--- src/rtl/sft_gate_pkg.sv ---
package sft_gate_pkg;

   typedef enum logic [1:0] {
      ST_IDLE   = 2'd0,
      ST_HOLD   = 2'd1,
      ST_COUNT  = 2'd2,
      ST_ACTIVE = 2'd3
   } gate_st_t;

   typedef enum logic [1:0] {
      HIST_NEW  = 2'd0,
      HIST_FAIL = 2'd1,
      HIST_OK   = 2'd2
   } hist_t;

   localparam logic [1:0] OUT_OK      = 2'd0;
   localparam logic [1:0] OUT_FAIL    = 2'd1;
   localparam logic [1:0] OUT_ARBLOST = 2'd2;

endpackage

--- src/rtl/sft_hist.sv ---
module sft_hist
   import sft_gate_pkg::*;
(
   input  logic       clk,
   input  logic       rst_n,
   input  logic       upd,
   input  logic [1:0] kind,
   output hist_t      hist_o
);

   hist_t hist_q;

   always_ff @(posedge clk or negedge rst_n) begin
      if (!rst_n) begin
         hist_q <= HIST_NEW;
      end else if (upd) begin
         hist_q <= (kind == OUT_OK) ? HIST_OK : HIST_FAIL;
      end
   end

   assign hist_o = hist_q;

   // success moves history to "last attempt succeeded"
   assert_hist_ok_R4: assert property (@(posedge clk) disable iff (!rst_n)
      (upd && kind == OUT_OK) |=> (hist_o == HIST_OK));

   // any non-success code, arbitration loss included, marks a failed attempt
   assert_hist_fail_R5: assert property (@(posedge clk) disable iff (!rst_n)
      (upd && kind != OUT_OK) |=> (hist_o == HIST_FAIL));

endmodule

--- src/rtl/sft_target.sv ---
module sft_target
   import sft_gate_pkg::*;
#(
   parameter int CFG_W       = 3,
   parameter int CNT_W       = 4,
   parameter int FAIL_HALVES = 5,
   parameter int NEW_HALVES  = 8,
   parameter int OK_HALVES   = 12
) (
   input  logic [CFG_W-1:0] cfg,
   input  hist_t            hist,
   output logic [CNT_W-1:0] target
);

   logic [CNT_W-1:0] man_tgt;
   logic [CNT_W-1:0] auto_tgt;

   // manual selection N asks for N-0.5 bit periods = 2N-1 half periods
   assign man_tgt = CNT_W'({cfg, 1'b0}) - CNT_W'(1);

   always_comb begin
      unique case (hist)
         HIST_FAIL: auto_tgt = CNT_W'(FAIL_HALVES);
         HIST_OK:   auto_tgt = CNT_W'(OK_HALVES);
         default:   auto_tgt = CNT_W'(NEW_HALVES);
      endcase
   end

   assign target = (cfg == '0) ? auto_tgt : man_tgt;

endmodule

--- src/rtl/sft_idle_cnt.sv ---
module sft_idle_cnt #(
   parameter int CNT_W       = 4,
   parameter bit LOW_RESTART = 1'b1
) (
   input  logic             clk,
   input  logic             rst_n,
   input  logic             run,
   input  logic             tick,
   input  logic             line_idle,
   input  logic [CNT_W-1:0] target,
   output logic             done
);

   logic [CNT_W-1:0] cnt_q;
   logic [CNT_W-1:0] cnt_d;
   logic [CNT_W-1:0] low_val;

   assign done = run && tick && line_idle && (cnt_q == (target - CNT_W'(1)));

   generate
      if (LOW_RESTART) begin : g_restart
         assign low_val = '0;
      end else begin : g_pause
         assign low_val = cnt_q;
      end
   endgenerate

   always_comb begin
      cnt_d = cnt_q;
      if (!run) begin
         cnt_d = '0;
      end else if (!line_idle) begin
         cnt_d = low_val;
      end else if (tick) begin
         cnt_d = done ? '0 : cnt_q + CNT_W'(1);
      end
   end

   always_ff @(posedge clk or negedge rst_n) begin
      if (!rst_n) cnt_q <= '0;
      else        cnt_q <= cnt_d;
   end

   generate
      if (LOW_RESTART) begin : g_chk_restart
         // a driven-low line wipes the accumulated idle time
         assert_low_restart_R7: assert property (@(posedge clk) disable iff (!rst_n)
            (run && !line_idle) |=> (cnt_q == '0));
      end
   endgenerate

   // halting the count always discards it
   assert_stop_clears_R6: assert property (@(posedge clk) disable iff (!rst_n)
      !run |=> (cnt_q == '0));

endmodule

--- src/rtl/sft_gate.sv ---
module sft_gate
   import sft_gate_pkg::*;
#(
   parameter int CFG_W            = 3,
   parameter int AUTO_FAIL_HALVES = 5,
   parameter int AUTO_NEW_HALVES  = 8,
   parameter int AUTO_OK_HALVES   = 12,
   parameter bit LOW_RESTART      = 1'b1
) (
   input  logic             clk,
   input  logic             rst_n,
   input  logic             enable,
   input  logic             half_tick,
   input  logic             line_idle,
   input  logic [CFG_W-1:0] sft_cfg,
   input  logic             tx_arm,
   input  logic             rx_busy,
   input  logic             outcome_valid,
   input  logic [1:0]       outcome_kind,
   output logic             start_grant,
   output logic             req_pending
);

   localparam int MAN_MAX  = 2 * ((1 << CFG_W) - 1) - 1;
   localparam int AUTO_A   = (AUTO_FAIL_HALVES > AUTO_NEW_HALVES) ? AUTO_FAIL_HALVES : AUTO_NEW_HALVES;
   localparam int AUTO_MAX = (AUTO_A > AUTO_OK_HALVES) ? AUTO_A : AUTO_OK_HALVES;
   localparam int TGT_MAX  = (MAN_MAX > AUTO_MAX) ? MAN_MAX : AUTO_MAX;
   localparam int CNT_W    = $clog2(TGT_MAX + 1);

   generate
      if (CFG_W < 1 || CFG_W > 6) begin : g_bad_cfg_w
         $error("sft_gate: CFG_W must lie in 1..6");
      end
      if (AUTO_FAIL_HALVES < 1 || AUTO_NEW_HALVES < 1 || AUTO_OK_HALVES < 1) begin : g_bad_auto
         $error("sft_gate: automatic wait lengths must be at least one half period");
      end
   endgenerate

   gate_st_t         st_q, st_d;
   logic             grant_d, grant_q;
   logic             run, done, hist_upd;
   hist_t            hist;
   logic [CNT_W-1:0] target;

   assign run      = enable && (st_q == ST_COUNT) && !rx_busy;
   assign hist_upd = enable && (st_q == ST_ACTIVE) && outcome_valid;

   sft_hist u_hist (
      .clk    (clk),
      .rst_n  (rst_n),
      .upd    (hist_upd),
      .kind   (outcome_kind),
      .hist_o (hist)
   );

   sft_target #(
      .CFG_W       (CFG_W),
      .CNT_W       (CNT_W),
      .FAIL_HALVES (AUTO_FAIL_HALVES),
      .NEW_HALVES  (AUTO_NEW_HALVES),
      .OK_HALVES   (AUTO_OK_HALVES)
   ) u_target (
      .cfg    (sft_cfg),
      .hist   (hist),
      .target (target)
   );

   sft_idle_cnt #(
      .CNT_W       (CNT_W),
      .LOW_RESTART (LOW_RESTART)
   ) u_cnt (
      .clk       (clk),
      .rst_n     (rst_n),
      .run       (run),
      .tick      (half_tick),
      .line_idle (line_idle),
      .target    (target),
      .done      (done)
   );

   always_comb begin
      st_d    = st_q;
      grant_d = 1'b0;
      if (!enable) begin
         st_d = ST_IDLE;
      end else begin
         unique case (st_q)
            ST_IDLE:   if (tx_arm) st_d = rx_busy ? ST_HOLD : ST_COUNT;
            ST_HOLD:   if (!rx_busy) st_d = ST_COUNT;
            ST_COUNT: begin
               if (rx_busy) begin
                  st_d = ST_HOLD;
               end else if (done) begin
                  st_d    = ST_ACTIVE;
                  grant_d = 1'b1;
               end
            end
            ST_ACTIVE: begin
               if (outcome_valid)
                  st_d = (outcome_kind == OUT_ARBLOST) ? ST_COUNT : ST_IDLE;
            end
            default:   st_d = ST_IDLE;
         endcase
      end
   end

   always_ff @(posedge clk or negedge rst_n) begin
      if (!rst_n) begin
         st_q    <= ST_IDLE;
         grant_q <= 1'b0;
      end else begin
         st_q    <= st_d;
         grant_q <= grant_d;
      end
   end

   assign start_grant = grant_q;
   assign req_pending = (st_q != ST_IDLE);

   assert_grant_pulse_R10: assert property (@(posedge clk) disable iff (!rst_n)
      start_grant |=> !start_grant);

   assert_grant_pending_R10: assert property (@(posedge clk) disable iff (!rst_n)
      start_grant |-> req_pending);

   assert_rx_blocks_R6: assert property (@(posedge clk) disable iff (!rst_n)
      rx_busy |=> !start_grant);

   assert_disable_cancels_R9: assert property (@(posedge clk) disable iff (!rst_n)
      !enable |=> (!req_pending && !start_grant));

   assert_arb_rearm_R8: assert property (@(posedge clk) disable iff (!rst_n)
      (hist_upd && outcome_kind == OUT_ARBLOST) |=> req_pending);

   assert_end_clears_R8: assert property (@(posedge clk) disable iff (!rst_n)
      (hist_upd && outcome_kind != OUT_ARBLOST) |=> !req_pending);

endmodule

--- config.mk ---
export PLATFORM = sky130hd
export DESIGN_NAME = sft_gate
export DESIGN_NICKNAME = d
export VERILOG_FILES = /design/src/rtl/sft_gate_pkg.sv /design/src/rtl/sft_hist.sv /design/src/rtl/sft_target.sv /design/src/rtl/sft_idle_cnt.sv /design/src/rtl/sft_gate.sv
export SDC_FILE = /design/constraint.sdc
export NUM_CORES = 1
export LEC_CHECK = 0
export ABC_AREA = 1
export BUFFER_PORTS_ARGS = -buffer_cell sky130_fd_sc_hd__buf_2
export CORE_AREA = 2 2 57 59
export DETAILED_ROUTE_END_ITERATION = 8
export DIE_AREA = 0 0 59 61
export GPL_TIMING_DRIVEN = 0
export SYNTH_ARGS = -nofsm -noshare
export SYNTH_HDL_FRONTEND = slang
export SYNTH_SLANG_ARGS = --single-unit
--- constraint.sdc ---
create_clock -name clk -period 2.5 [get_ports clk]
set_clock_uncertainty 0.15 [all_clocks]
set_input_delay 0.375 -clock clk [delete_from_list [all_inputs] [get_ports clk]]
set_output_delay 0.375 -clock clk [all_outputs]
set_load 0.005 [all_outputs]
==> impl_summary.txt <==
----------------------------------------------------
[Run status]
  Result of the run ... finished, final reports clean

[Placed design]
  Final Wtd Congestion ... 0.756
  Detailed Place HPWL ... 1270 um
  Count of buffers inserted at the top-level ports ... 14
  DP Cell Count ... 150

[Logic synthesis]
  Post-Synthesis Cell Area ... 716 um2
  Number of different library cells in the post-synthesis netlist ... 22
  Most numerous cell in the Yosys netlist ... sky130_fd_sc_hd__nand2_1
  Number of enable flip-flop cells after synthesis ... 0
  Post-synthesis instance total ... 103
  Net Count, Synth ... 120
  Synth area leaders ... sky130_fd_sc_hd__dfrtp_1, sky130_fd_sc_hd__nand2_1, sky130_fd_sc_hd__inv_1
  Ys async rst share ... 1.00
  Biggest area consumer among synthesized cells ... sky130_fd_sc_hd__dfrtp_1
  Most instantiated flip-flop cell in the synthesis netlist ... sky130_fd_sc_hd__dfrtp_1
  Syn Area/Cell ... 6.95 um2
  Sequential area share after synthesis ... 0.315
  Most used standard cells in the synthesized netlist ... sky130_fd_sc_hd__nand2_1, sky130_fd_sc_hd__inv_1, sky130_fd_sc_hd__nand3_1
  Area fraction of the dominant cell type after synthesis ... 0.315
  Number of warning messages in the yosys log ... 0
  #FFs+latches synth ... 9

[Power and ir drop]
  Sequential cell fraction of total power ... 0.398
  Pwr per Cell Area ... 564 nW/um2
  Internal Dissipation ... 0.310 mW
  Clock group share of total power ... 0.229
  Combinational cell fraction of total power ... 0.374
  Static Leak ... 0.462 nW
  VDD IR max ... 0.275 mV
  Switching power of the nets ... 0.177 mW
  Fraction of power spent switching nets ... 0.364

[STA]
  Slew of the pin with the lowest slew margin ... 0.314 ns
  Max Slew Vio Count ... 0
  Peak Freq ... 0.569 GHz
  Period utilisation layout ... 0.703
  Setup repair after global routing missed its margin ... false
  Finish-stage setup viols ... 0
  Final min period ... 1.76 ns
  Smallest hold slack ... 0.221 ns
  Final Hold Violating Endpoints ... 0
  Tightest slew margin relative to the limit ... 0.789
  Total negative setup slack ... 0 ns

[Clock tree]
  Clock-pin slew on the worst setup and hold paths ... 0.06 ns
  H-tree levels ... 1
  Bufs on Longest Clock Path ... 2
  CTS tree ... yes
  Number of setup buffers added after CTS ... 0
  Clock latency of the later-clocked register in the worst-skew pair ... 0.26 ns
  Number of buffers added by the clock tree synthesis step ... 3
  Root cell of the clock tree ... sky130_fd_sc_hd__clkbuf_4
  Clk sinks ... 9

[Critical path]
  Required time of the critical path ... 2.50 ns
  Kind of critical path ... flip-flop to flip-flop
  Setup crit start ... u_hist.hist_o[0]
  Max FO, Critical Path ... 4
  Reg2Reg Depth ... 10
  Crit start category ... flip-flop
  Worst reg-to-reg setup slack ... 0.74 ns
  Critical Path Sink ... st_q[1]
  Reg-to-reg startpoint ... u_hist.hist_o[0]
  Reg-to-Reg End ... st_q[1]
  Crit path arrival time ... 1.76 ns
  Crit path capture type ... flip-flop

[GRT]
  Antenna violations before repair ... 0
  First-pass GRT wire length ... 2570 um
  Via count of the first global-routing pass ... 690
  Maximum number of pins on one net before global-route repair ... 10
  Total GRT Usage ... 0.0937
  Total gr overflow ... 0

[Floorplan]
  Ports ... 15
  Die span in y ... 61 um
  Area of the die ... 3600 um2
  Standard-cell rows ... 20
  Horizontal die dimension ... 59 um
  Area of the placeable core ... 2950 um2
  Initial Utilization ... 0.242

[Route]
  DR DRC count ... 0
  Via Count ... 708
  Number of iterations in the first detailed-routing pass ... 4
  Via-to-Cell Ratio ... 4.57
  WL per Instance ... 9.38 um
  Number of DRC markers after the initial detailed-route iteration ... 5
  Total wire length after detailed routing ... 1450 um
  Final antenna-violating net count ... 0

[Flow run]
  Number of max-cap violations ... 0

[Cells and area]
  Total Nets Final ... 140
  Ant diodes ... 0
  Synthesis-to-finish area growth ... 20.6%
  Share of post-route cells with drive strength above 1 ... 0.221
  Post-route core utilization ... 0.292
  Final cell count without fillers ... 155

[Min path]
  Hold/Removal Path Class ... input port to flip-flop

----------------------------------------------------
worst min path at each step:
stage | startpoint | to | slack [ns] | depth (start not counted)
after detailed placement | rst_n | st_q[1] | 0.1 | 1
after floorplan | rst_n | st_q[0] | -0.07 | 0
final | outcome_kind[0] | u_hist.hist_o[0] | 0.22 | 3
after global placement | rst_n | st_q[1] | 0.09 | 1
after CTS | outcome_kind[1] | u_hist.hist_o[0] | 0.21 | 3
after global routing | outcome_kind[1] | u_hist.hist_o[0] | 0.22 | 3
worst max-delay path, stage by stage (launching register included):
cell and delay, ns:
sky130_fd_sc_hd__dfrtp_1 0.38, sky130_fd_sc_hd__ha_1 0.31, sky130_fd_sc_hd__nand3b_1 0.22, sky130_fd_sc_hd__nand2_1 0.10, sky130_fd_sc_hd__nand2_1 0.05, sky130_fd_sc_hd__nand2_1 0.06, sky130_fd_sc_hd__nand3_2 0.12, sky130_fd_sc_hd__nand2_2 0.10
sky130_fd_sc_hd__nand2_1 0.05, sky130_fd_sc_hd__nand2_1 0.06, sky130_fd_sc_hd__nand2_1 0.04
cell families after synthesis:
| kind of cell | share of synthesized area |
|---|---|
| AND/OR/NAND/NOR | 0.411 |
| XOR/XNOR | 0.0245 |
| AO/OA/AOI/OAI | 0.0699 |
| buffers and inverters | 0.110 |
| flip-flops | 0.315 |
| adder cells (fa/ha/maj) | 0.0699 |
state kept, by name, indices dropped and copies added, names as in the netlist:
name           flops
st_q               2
u_cnt.cnt_q        4
u_hist.hist_o      2
start_grant        1
metal layers:
layer,global-route usage,part of all wire,up-vias
met5,0,0,-
met4,0.0487,0.017,0
met3,0.0128,0.051,4
met2,0.190,0.53,25
met1,0.0904,0.40,316
li1,-,-,363
power by group through the flow:
stage / combinational, mW / clock, mW / sequential (mW)
2_1_floorplan: 0.132 / 0 / 0.192
5_1_grt: 0.210 / 0.121 / 0.198
3_3_place_gp: 0.171 / 0 / 0.196
4_1_cts: 0.184 / 0.116 / 0.194
6_report: 0.182 / 0.111 / 0.194
3_5_place_dp: 0.181 / 0 / 0.196
final cells by class:
cell class              count  area, um2
flip-flops and latches      9        225
multi-input cells          73        412
fillers                   328       2090
clock buffers               4       26.3
repair buffers             15       80.1
well taps                  33       41.3
inverters                  21       78.8
cell usage in the layout (no fill, tap or decap), types with 2 or more instances in the layout:
master	n
sky130_fd_sc_hd__nor2_1	3
sky130_fd_sc_hd__o22ai_1	2
sky130_fd_sc_hd__nand3_2	2
sky130_fd_sc_hd__nand2_2	2
sky130_fd_sc_hd__ha_1	4
sky130_fd_sc_hd__clkbuf_4	3
sky130_fd_sc_hd__nor3_1	6
sky130_fd_sc_hd__nor2_2	2
sky130_fd_sc_hd__nand3_1	10
sky130_fd_sc_hd__nor2_4	3
sky130_fd_sc_hd__nand3b_1	2
sky130_fd_sc_hd__buf_2	14
sky130_fd_sc_hd__inv_1	20
sky130_fd_sc_hd__dfrtp_1	9
sky130_fd_sc_hd__nand2_1	29
through the flow:
stage	worst slack [ns]	area (um2)	power [mW]
after floorplan	0.841	716	0.324
after global placement	0.585	827	0.367
after detailed placement	0.534	827	0.377
after CTS	0.720	863	0.494
after global routing	0.567	863	0.528
final	0.743	863	0.487
repair_timing:
| item | in CTS | in global routing |
|---|---|---|
| gates resized for setup | 0 | 0 |
| hold buffers | 1 | 0 |
| endpoints found under the hold margin | 9 | 0 |
Power figures use the tool's default switching activity.
